File: src/rtl/tlm_icmd_pkg.sv
package tlm_icmd_pkg;
  localparam int WORD_W  = 24;
  localparam int DEST_W  = 5;
  localparam int CMD_W   = 4;
  localparam int MLA_W   = 3;
  localparam int TA_W    = 5;
  localparam int DATA_W  = 16;
  localparam int EXT_MAX = 2;
  localparam int TA_LSB   = WORD_W - DEST_W - CMD_W - MLA_W - TA_W;
  localparam int MLA_LSB  = TA_LSB + TA_W;
  localparam int CMD_LSB  = MLA_LSB + MLA_W;
  localparam int DEST_LSB = CMD_LSB + CMD_W;
  localparam int RSP_W    = DEST_W + DATA_W;
  localparam int HDR_W    = WORD_W - TA_LSB;

  localparam logic [CMD_W-1:0] CMD_ACQ16 = CMD_W'(1);
  localparam logic [CMD_W-1:0] CMD_ACQ   = CMD_W'(2);
  localparam logic [CMD_W-1:0] CMD_SWC   = CMD_W'(3);
endpackage

File: src/rtl/tlm_icmd_rx.sv
module tlm_icmd_rx
  import tlm_icmd_pkg::*;
(
  input  logic             clk,
  input  logic             rst,
  input  logic             sync_i,
  input  logic             dat_i,
  input  logic             val_i,
  output logic [HDR_W-1:0] hdr_o,
  output logic             frm_ok_o
);
  localparam int CNT_W = $clog2(WORD_W + 1);
  localparam logic [CNT_W-1:0] LAST = CNT_W'(WORD_W - 1);

  logic [WORD_W-1:0] sh_q;
  logic [CNT_W-1:0]  cnt_q;
  logic              rcv_q;
  logic              bit_last;

  assign bit_last = rcv_q && !sync_i && (cnt_q == LAST);
  assign hdr_o    = sh_q[WORD_W-1:TA_LSB];

  always_ff @(posedge clk) begin
    if (rst) begin
      sh_q     <= '0;
      cnt_q    <= '0;
      rcv_q    <= 1'b0;
      frm_ok_o <= 1'b0;
    end else begin
      frm_ok_o <= 1'b0;
      if (sync_i) begin
        sh_q  <= {sh_q[WORD_W-2:0], dat_i};
        cnt_q <= CNT_W'(1);
        rcv_q <= 1'b1;
      end else if (rcv_q) begin
        sh_q <= {sh_q[WORD_W-2:0], dat_i};
        if (bit_last) begin
          rcv_q    <= 1'b0;
          cnt_q    <= '0;
          frm_ok_o <= val_i;
        end else begin
          cnt_q <= cnt_q + 1'b1;
        end
      end
    end
  end

  // while receiving, the bit count stays within one frame
  p_frame_len_r1: assert property (@(posedge clk) disable iff (rst)
    rcv_q |-> (cnt_q >= CNT_W'(1)) && (cnt_q <= LAST));
  // an accepted frame only follows the last bit of a frame
  p_ok_after_last_r1: assert property (@(posedge clk) disable iff (rst)
    frm_ok_o |-> !rcv_q || $past(sync_i));
endmodule

File: src/rtl/tlm_icmd_decode.sv
module tlm_icmd_decode
  import tlm_icmd_pkg::*;
(
  input  logic [TA_W-1:0]  ta_i,
  input  logic [MLA_W-1:0] mla_i,
  input  logic [TA_W-1:0]  local_ta_i,
  input  logic             ext4_i,
  input  logic             ext5_i,
  output logic             addressed_o,
  output logic             mla_zero_o
);
  // Number of terminal address bits taken over by the memory load address
  function automatic int ext_bits(input logic e4, input logic e5);
    if (e5) return EXT_MAX;
    if (e4) return 1;
    return 0;
  endfunction

  // Mask of terminal address bits still compared (the top ones are taken first)
  function automatic logic [TA_W-1:0] ta_keep(input int n);
    logic [TA_W-1:0] m;
    m = '1;
    for (int i = 0; i < EXT_MAX; i++)
      if (i < n) m[TA_W-1-i] = 1'b0;
    return m;
  endfunction

  // Evaluated memory load address is non-zero
  function automatic logic mla_nz(input logic [MLA_W-1:0] base,
                                  input logic [TA_W-1:0] ta, input int n);
    logic nz;
    nz = |base;
    for (int i = 0; i < EXT_MAX; i++)
      if (i < n) nz = nz | ta[TA_W-1-i];
    return nz;
  endfunction

  int n_ext;
  assign n_ext       = ext_bits(ext4_i, ext5_i);
  assign addressed_o = ~|((ta_i ^ local_ta_i) & ta_keep(n_ext));
  assign mla_zero_o  = !mla_nz(mla_i, ta_i, n_ext);
endmodule

File: src/rtl/tlm_icmd_seq.sv
module tlm_icmd_seq
  import tlm_icmd_pkg::*;
(
  input  logic              clk,
  input  logic              rst,
  input  logic              frm_ok_i,
  input  logic              addressed_i,
  input  logic              mla_zero_i,
  input  logic [CMD_W-1:0]  cmd_i,
  input  logic [DEST_W-1:0] dest_i,
  input  logic [DATA_W-1:0] par_data_i,
  output logic              first_o,
  output logic              done_o,
  output logic              acq_o,
  output logic              swc_o,
  output logic              reject_o,
  output logic              load_o,
  output logic [RSP_W-1:0]  rsp_word_o
);
  logic              pend_q;
  logic [DEST_W-1:0] dest_q;
  logic [DATA_W-1:0] data_q;
  logic              hit;
  logic              live;
  logic              viol;

  assign hit        = frm_ok_i && addressed_i;
  assign live       = mla_zero_i &&
                      (cmd_i == CMD_ACQ16 || cmd_i == CMD_ACQ || cmd_i == CMD_SWC);
  assign viol       = hit && pend_q && live;
  assign load_o     = hit && pend_q;
  assign rsp_word_o = {dest_q, data_q};

  always_ff @(posedge clk) begin
    if (rst) begin
      pend_q   <= 1'b0;
      dest_q   <= '0;
      data_q   <= '0;
      first_o  <= 1'b0;
      done_o   <= 1'b0;
      acq_o    <= 1'b0;
      swc_o    <= 1'b0;
      reject_o <= 1'b0;
    end else begin
      first_o <= 1'b0;
      done_o  <= 1'b0;
      acq_o   <= 1'b0;
      swc_o   <= 1'b0;
      if (hit) begin
        if (pend_q) begin
          pend_q   <= 1'b0;
          done_o   <= 1'b1;
          reject_o <= viol;
        end else begin
          reject_o <= 1'b0;
          if (live) begin
            unique case (cmd_i)
              CMD_ACQ16: begin
                first_o <= 1'b1;
                pend_q  <= 1'b1;
                dest_q  <= dest_i;
                data_q  <= par_data_i;
              end
              CMD_ACQ: acq_o <= 1'b1;
              default: swc_o <= 1'b1;
            endcase
          end
        end
      end
    end
  end

  // at most one command strobe per cycle
  p_one_strobe_r5: assert property (@(posedge clk) disable iff (rst)
    $onehot0({first_o, done_o, acq_o, swc_o}));
  // a non-zero memory load address starts nothing
  p_mla_block_r5: assert property (@(posedge clk) disable iff (rst)
    (hit && !mla_zero_i) |=> !first_o && !acq_o && !swc_o);
  // the pending sequence is only entered with a first-half strobe
  p_pend_entry_r6: assert property (@(posedge clk) disable iff (rst)
    $rose(pend_q) |-> first_o);
  // a violation raises reject and completes without a command strobe
  p_viol_reject_r7: assert property (@(posedge clk) disable iff (rst)
    viol |=> reject_o && done_o && !acq_o && !swc_o && !first_o);
  // reset clears the sequence and the flag
  p_reset_clear_r9: assert property (@(posedge clk)
    rst |=> !reject_o && !pend_q && !done_o);
endmodule

File: src/rtl/tlm_icmd_tx.sv
module tlm_icmd_tx
  import tlm_icmd_pkg::*;
(
  input  logic             clk,
  input  logic             rst,
  input  logic             load_i,
  input  logic [RSP_W-1:0] frame_i,
  input  logic             tick_i,
  output logic             dat_o,
  output logic             act_o
);
  localparam int CNT_W = $clog2(RSP_W + 1);
  localparam logic [CNT_W-1:0] LAST = CNT_W'(RSP_W - 1);

  logic [RSP_W-1:0] sh_q;
  logic [CNT_W-1:0] cnt_q;

  assign dat_o = act_o & sh_q[RSP_W-1];

  always_ff @(posedge clk) begin
    if (rst) begin
      sh_q  <= '0;
      cnt_q <= '0;
      act_o <= 1'b0;
    end else if (load_i) begin
      sh_q  <= frame_i;
      cnt_q <= '0;
      act_o <= 1'b1;
    end else if (act_o && tick_i) begin
      sh_q <= {sh_q[RSP_W-2:0], 1'b0};
      if (cnt_q == LAST) begin
        act_o <= 1'b0;
        cnt_q <= '0;
      end else begin
        cnt_q <= cnt_q + 1'b1;
      end
    end
  end

  // the bit count never passes the frame length
  p_len_r8: assert property (@(posedge clk) disable iff (rst)
    act_o |-> cnt_q <= LAST);
  // the response holds between ticks
  p_hold_r8: assert property (@(posedge clk) disable iff (rst)
    (act_o && !tick_i && !load_i) |=> $stable(sh_q) && act_o);
endmodule

File: src/rtl/tlm_icmd_dec.sv
module tlm_icmd_dec
  import tlm_icmd_pkg::*;
(
  input  logic              clk,
  input  logic              rst,
  input  logic              ser_sync_i,
  input  logic              ser_dat_i,
  input  logic              ser_val_i,
  input  logic              mla_ext4_i,
  input  logic              mla_ext5_i,
  input  logic [TA_W-1:0]   local_ta_i,
  input  logic [DATA_W-1:0] par_data_i,
  input  logic              rsp_tick_i,
  output logic              acq16_first_o,
  output logic              acq16_done_o,
  output logic              acq_o,
  output logic              swc_o,
  output logic              reject_o,
  output logic              rsp_dat_o,
  output logic              rsp_act_o
);
  logic [HDR_W-1:0]  hdr;
  logic              frm_ok;
  logic [TA_W-1:0]   ta_f;
  logic [MLA_W-1:0]  mla_f;
  logic [CMD_W-1:0]  cmd_f;
  logic [DEST_W-1:0] dest_f;
  logic              addressed;
  logic              mla_zero;
  logic              rsp_load;
  logic [RSP_W-1:0]  rsp_word;

  assign ta_f   = hdr[TA_LSB-TA_LSB +: TA_W];
  assign mla_f  = hdr[MLA_LSB-TA_LSB +: MLA_W];
  assign cmd_f  = hdr[CMD_LSB-TA_LSB +: CMD_W];
  assign dest_f = hdr[DEST_LSB-TA_LSB +: DEST_W];

  tlm_icmd_rx u_rx (
    .clk      (clk),
    .rst      (rst),
    .sync_i   (ser_sync_i),
    .dat_i    (ser_dat_i),
    .val_i    (ser_val_i),
    .hdr_o    (hdr),
    .frm_ok_o (frm_ok)
  );

  tlm_icmd_decode u_dec (
    .ta_i        (ta_f),
    .mla_i       (mla_f),
    .local_ta_i  (local_ta_i),
    .ext4_i      (mla_ext4_i),
    .ext5_i      (mla_ext5_i),
    .addressed_o (addressed),
    .mla_zero_o  (mla_zero)
  );

  tlm_icmd_seq u_seq (
    .clk         (clk),
    .rst         (rst),
    .frm_ok_i    (frm_ok),
    .addressed_i (addressed),
    .mla_zero_i  (mla_zero),
    .cmd_i       (cmd_f),
    .dest_i      (dest_f),
    .par_data_i  (par_data_i),
    .first_o     (acq16_first_o),
    .done_o      (acq16_done_o),
    .acq_o       (acq_o),
    .swc_o       (swc_o),
    .reject_o    (reject_o),
    .load_o      (rsp_load),
    .rsp_word_o  (rsp_word)
  );

  tlm_icmd_tx u_tx (
    .clk     (clk),
    .rst     (rst),
    .load_i  (rsp_load),
    .frame_i (rsp_word),
    .tick_i  (rsp_tick_i),
    .dat_o   (rsp_dat_o),
    .act_o   (rsp_act_o)
  );

  // a strobe only follows an accepted frame two edges earlier
  p_strobe_src_r2: assert property (@(posedge clk) disable iff (rst)
    (acq_o || swc_o || acq16_first_o) |-> $past(frm_ok && addressed));
endmodule

File: config.mk
export PLATFORM = sky130hd
export DESIGN_NAME = tlm_icmd_dec
export DESIGN_NICKNAME = d
export VERILOG_FILES = /design/src/rtl/tlm_icmd_pkg.sv /design/src/rtl/tlm_icmd_rx.sv /design/src/rtl/tlm_icmd_decode.sv /design/src/rtl/tlm_icmd_seq.sv /design/src/rtl/tlm_icmd_tx.sv /design/src/rtl/tlm_icmd_dec.sv
export SDC_FILE = /design/constraint.sdc
export NUM_CORES = 1
export LEC_CHECK = 0
export BUFFER_PORTS_ARGS = -buffer_cell sky130_fd_sc_hd__buf_2
export CAP_MARGIN = 10
export CORE_MARGIN = 5
export CORE_UTILIZATION = 53
export CTS_BUF_LIST = sky130_fd_sc_hd__clkbuf_16
export CTS_CLUSTER_SIZE = 20
export DETAILED_ROUTE_END_ITERATION = 12
export PLACE_DENSITY = 0.73
export SYNTH_ARGS = -nofsm -noshare
export SYNTH_HDL_FRONTEND = slang
export SYNTH_HIERARCHICAL = 1
export SYNTH_SLANG_ARGS = --single-unit
export TNS_END_PERCENT = 50
File: constraint.sdc
create_clock -name clk -period 2.15 [get_ports clk]
set_input_delay 0.1075 -clock clk [delete_from_list [all_inputs] [get_ports clk]]
set_output_delay 0.1075 -clock clk [all_outputs]
set_load 0.03 [all_outputs]
==> impl_results.rst <==
.. list-table::
   :header-rows: 1

   * - Metric
     - Value
   * - Fin. max-slew vios
     - 0
   * - Share of layout cells above drive strength 1
     - 16.1%
   * - Share of the synthesized area in the top cell type
     - 46.2%
   * - Standard cell with the maximum stage delay on the critical path
     - sky130_fd_sc_hd__dfxtp_1
   * - Biggest fanout along the worst timing path
     - 5
   * - Vias after detailed routing
     - 3029
   * - Area added between synthesis and finish
     - 11.0%
   * - Fillcell total
     - 586
   * - Initial antenna violation count
     - 0
   * - Stage delay of the slowest cell on the critical path
     - 400 ps
   * - Insertion delay to the later sink of the worst-skew pair
     - 320 ps
   * - Fraction of the yosys area taken by sequential cells
     - 46.2%
   * - Inserted Clock Buffers
     - 9
   * - Via count of the first global-routing pass
     - 2884
   * - Leading cell types in the layout, fill and taps excluded
     - 84 x sky130_fd_sc_hd__dfxtp_1, 77 x sky130_fd_sc_hd__nand2_1, 48 x sky130_fd_sc_hd__a21oi_1
   * - Synthesized-area fraction occupied by and/or/nand/nor cells
     - 22.5%
   * - CTS tree
     - yes
   * - Starting DRT DRC Count
     - 160
   * - Async set-or-reset flop fraction in the synthesized netlist
     - 0%
   * - Maximum buffer depth of the clock tree
     - 2
   * - Cell accounting for the most synthesized area
     - sky130_fd_sc_hd__dfxtp_1
   * - Clock tree root driver cell
     - sky130_fd_sc_hd__clkbuf_16
   * - Number of enable-type register cells in the synthesized netlist
     - 0
   * - Shortest period the worst path allows
     - 2000 ps
   * - Synth Area in Compound Gates
     - 18.5%
   * - Post-route non-filler standard cell count
     - 544
   * - Number of H-tree levels
     - 3
   * - Xor and xnor area share after synthesis
     - 1.87%
   * - Count of buffer and inverter cells on the critical path
     - 0
   * - IO Port Bufs
     - 35
   * - Tightest slew margin relative to the limit
     - 66.3%
   * - Number of hold buffers added after CTS
     - 0
   * - Aggregate global-route resource usage
     - 18.4%
   * - Largest net degree at the start of global routing
     - 67
   * - Total overflow reported by the global router
     - 0
   * - Post-route worst setup slack
     - 149 ps
   * - Number of library cell types mapped by synthesis
     - 50
   * - Count of nets after finishing
     - 476
   * - Horiz. Die Dim
     - 93.4 um
   * - Post-synth net total
     - 472
   * - Count of antenna diodes in the layout
     - 0
   * - Placed wire-length estimate after detailed placement
     - 4800 um
   * - Yosys reg bits
     - 85
   * - Max_cap viols
     - 0
   * - Buffers inserted by post-CTS timing repair
     - 0
   * - Max VDD drop
     - 0.427 mV
   * - Final worst-path cycle share
     - 93.1%
   * - Routability congestion estimate from global placement
     - 0.784
   * - Mux contribution to synthesized area
     - 0.272%
   * - Pre-CTS setup slack
     - -37.8 ps
   * - Per-instance average area after synthesis
     - 8.38 um^2
   * - Setup crit end kind
     - flip-flop
   * - Final Routed Wirelength
     - 7640 um
   * - Kind of cell adding the most delay to the critical path
     - compound AO/OA/AOI/OAI gates
   * - Status
     - complete, no violations
   * - Critical path cell sequence
     - xnor2_2, o21ai_1, a2111oi_4, and3_2, or2_1, a211oi_2, a41o_1
   * - Core outline area
     - 6790 um^2
   * - Detail Route Antenna Nets
     - 0
   * - Floorplan row count
     - 30
   * - Highest Clock Rate
     - 500 MHz
   * - Critical path data arrival time
     - 2220 ps
   * - Critical path startpoint category
     - flip-flop
   * - Clock Pin Slew Worst Setup and Hold Paths
     - 60 ps
   * - DR pass1 iterations
     - 4
   * - Initial core utilization
     - 54.3%
   * - Wire length per cell after detailed routing
     - 14.0 um
   * - Drc violations
     - 0
   * - First-pass GRT wire length
     - 13100 um
   * - Vias per cell
     - 5.57
   * - Post-synthesis cell count
     - 440
   * - Placed cell area
     - 3770 um^2
   * - Area contributors post-synth
     - sky130_fd_sc_hd__dfxtp_1 46%, sky130_fd_sc_hd__nand2_1 7.8%, sky130_fd_sc_hd__a21oi_1 6.5%
   * - Area of the die
     - 8720 um^2
   * - Die height
     - 93.4 um
   * - Syn Std Cell Area
     - 3690 um^2
   * - Leading cell type in the layout, fill and taps excluded
     - sky130_fd_sc_hd__dfxtp_1
   * - RSZ-0062 raised after global routing
     - false
   * - Pin slew with the least headroom to its limit
     - 506 ps
   * - Number of hold-slack violations in the final timing report
     - 0
   * - Placed Instances
     - 529
   * - Count of pins on the block boundary
     - 36
   * - Crit Path Category
     - flip-flop to flip-flop
   * - Seq. cell area
     - 1700 um^2
   * - Summed area of non-filler cells in the final layout
     - 4090 um^2
   * - Worst setup skew after layout
     - 4.33 ps
   * - Areal power density over the cells
     - 804 nW/um^2
   * - Largest family of logic cells by synthesized area
     - simple AND/OR/NAND/NOR gates
   * - Adder and majority cell fraction of the synthesized area
     - 1.02%
   * - Post-synth top flop
     - sky130_fd_sc_hd__dfxtp_1
   * - Yosys warning total
     - 6
   * - Area of the multi-input gates
     - 1660 um^2
   * - Required time at the worst-slack endpoint
     - 2370 ps
   * - Sink count of the clock tree
     - 85
   * - Kind of path behind the tightest hold check
     - input port to flip-flop
   * - Setup violators final
     - 0
   * - Leakage power summed over all cells
     - 0.00144 uW
timing repair:
action	CTS	global route
pin swaps	0	1
resized for setup	1	5
setup endpoints to repair	23	25
registers in the layout, summed over array words and instances, names as in the netlist, 5 cells and up:
name          count
u_tx/cnt_q        5
u_tx/sh_q        21
u_rx/cnt_q        5
u_rx/sh_q        24
u_seq/data_q     16
u_seq/dest_q      5
per-layer routing:
layer	vias to the layer above	share of wire [%]	track usage [%]
met4	0	0.63	6.59
met2	50	50	31.8
met5	-	0	0
met3	4	3.8	3.78
li1	1537	-	-
met1	1438	45	22.6
layout make-up:
| type | count | share of cell area, % |
|---|---|---|
| Sequential cell | 85 | 41.6 |
| Multi-Input combinational cell | 295 | 40.5 |
| Timing Repair Buffer | 45 | 6.73 |
| Clock buffer | 9 | 5.50 |
| Tap cell | 96 | 2.94 |
| Clock inverter | 6 | 1.93 |
| Inverter | 8 | 0.795 |
cells by family (layout without fill, tap and decap cells):
kind of cell,count (synthesis),count (layout)
simple gates,175,175
compound gates,109,109
flops,85,85
buf+inv,60,68
xor+xnor,7,7
fa+ha+maj,3,3
mux,1,1
path summary, 6_finish.rpt:
| kind | slack, ps | depth (start not counted) | endpoint | from |
|---|---|---|---|---|
| max reg2reg | 150 | 7 | u_tx/cnt_q[3] | u_rx/sh_q[10] |
| min | 20 | 2 | u_rx/frm_ok_o | ser_val_i |
| max | 150 | 7 | u_tx/cnt_q[3] | u_rx/sh_q[10] |
| min reg2reg | 450 | 2 | u_rx/sh_q[23] | u_rx/sh_q[23] |
metrics by stage:
stage / setup TNS, ps / hold WS, ps / power (uW) / utilization [%]
finish: 0 / 18.9 / 3290 / 60.2
global route: 0 / 27.2 / 3410 / 60.2
CTS: 0 / 10.7 / 3330 / 60.1
detailed placement: -382 / 351 / 1750 / 55.4
global placement: 0 / 348 / 1750 / 55.4
floorplan: 0 / 180 / 1700 / -
report_power, final:
group          internal, uW  switching, uW  total, uW
Sequential             1580           8.67       1590
Clock                  1000            576       1580
Combinational          44.3           78.1        122
Total                  2630            663       3290
synthesized netlist by cell type, drive strengths merged, types with 2 or more instances:
master	instances
nor4	2
and3	3
and4b	2
o21ai	24
nand3	44
ha	3
nor3b	2
a31o	2
or2	2
a21oi	49
nand4b	3
xnor2	2
a211oi	2
xor2	5
buf	39
nor3	3
nand2	78
a311oi	22
clkbuf	13
dfxtp	85
and2	2
inv	8
a31oi	2
nor4b	2
nor2	25
worst reg2reg max path, cell delays in order, from the launching register on:
cell and delay (ps):
sky130_fd_sc_hd__dfxtp_1 400, sky130_fd_sc_hd__xnor2_2 130, sky130_fd_sc_hd__o21ai_1 110, sky130_fd_sc_hd__a2111oi_4 400
sky130_fd_sc_hd__and3_2 310, sky130_fd_sc_hd__or2_1 240, sky130_fd_sc_hd__a211oi_2 70, sky130_fd_sc_hd__a41o_1 230
(Power assumes the default switching activity.)
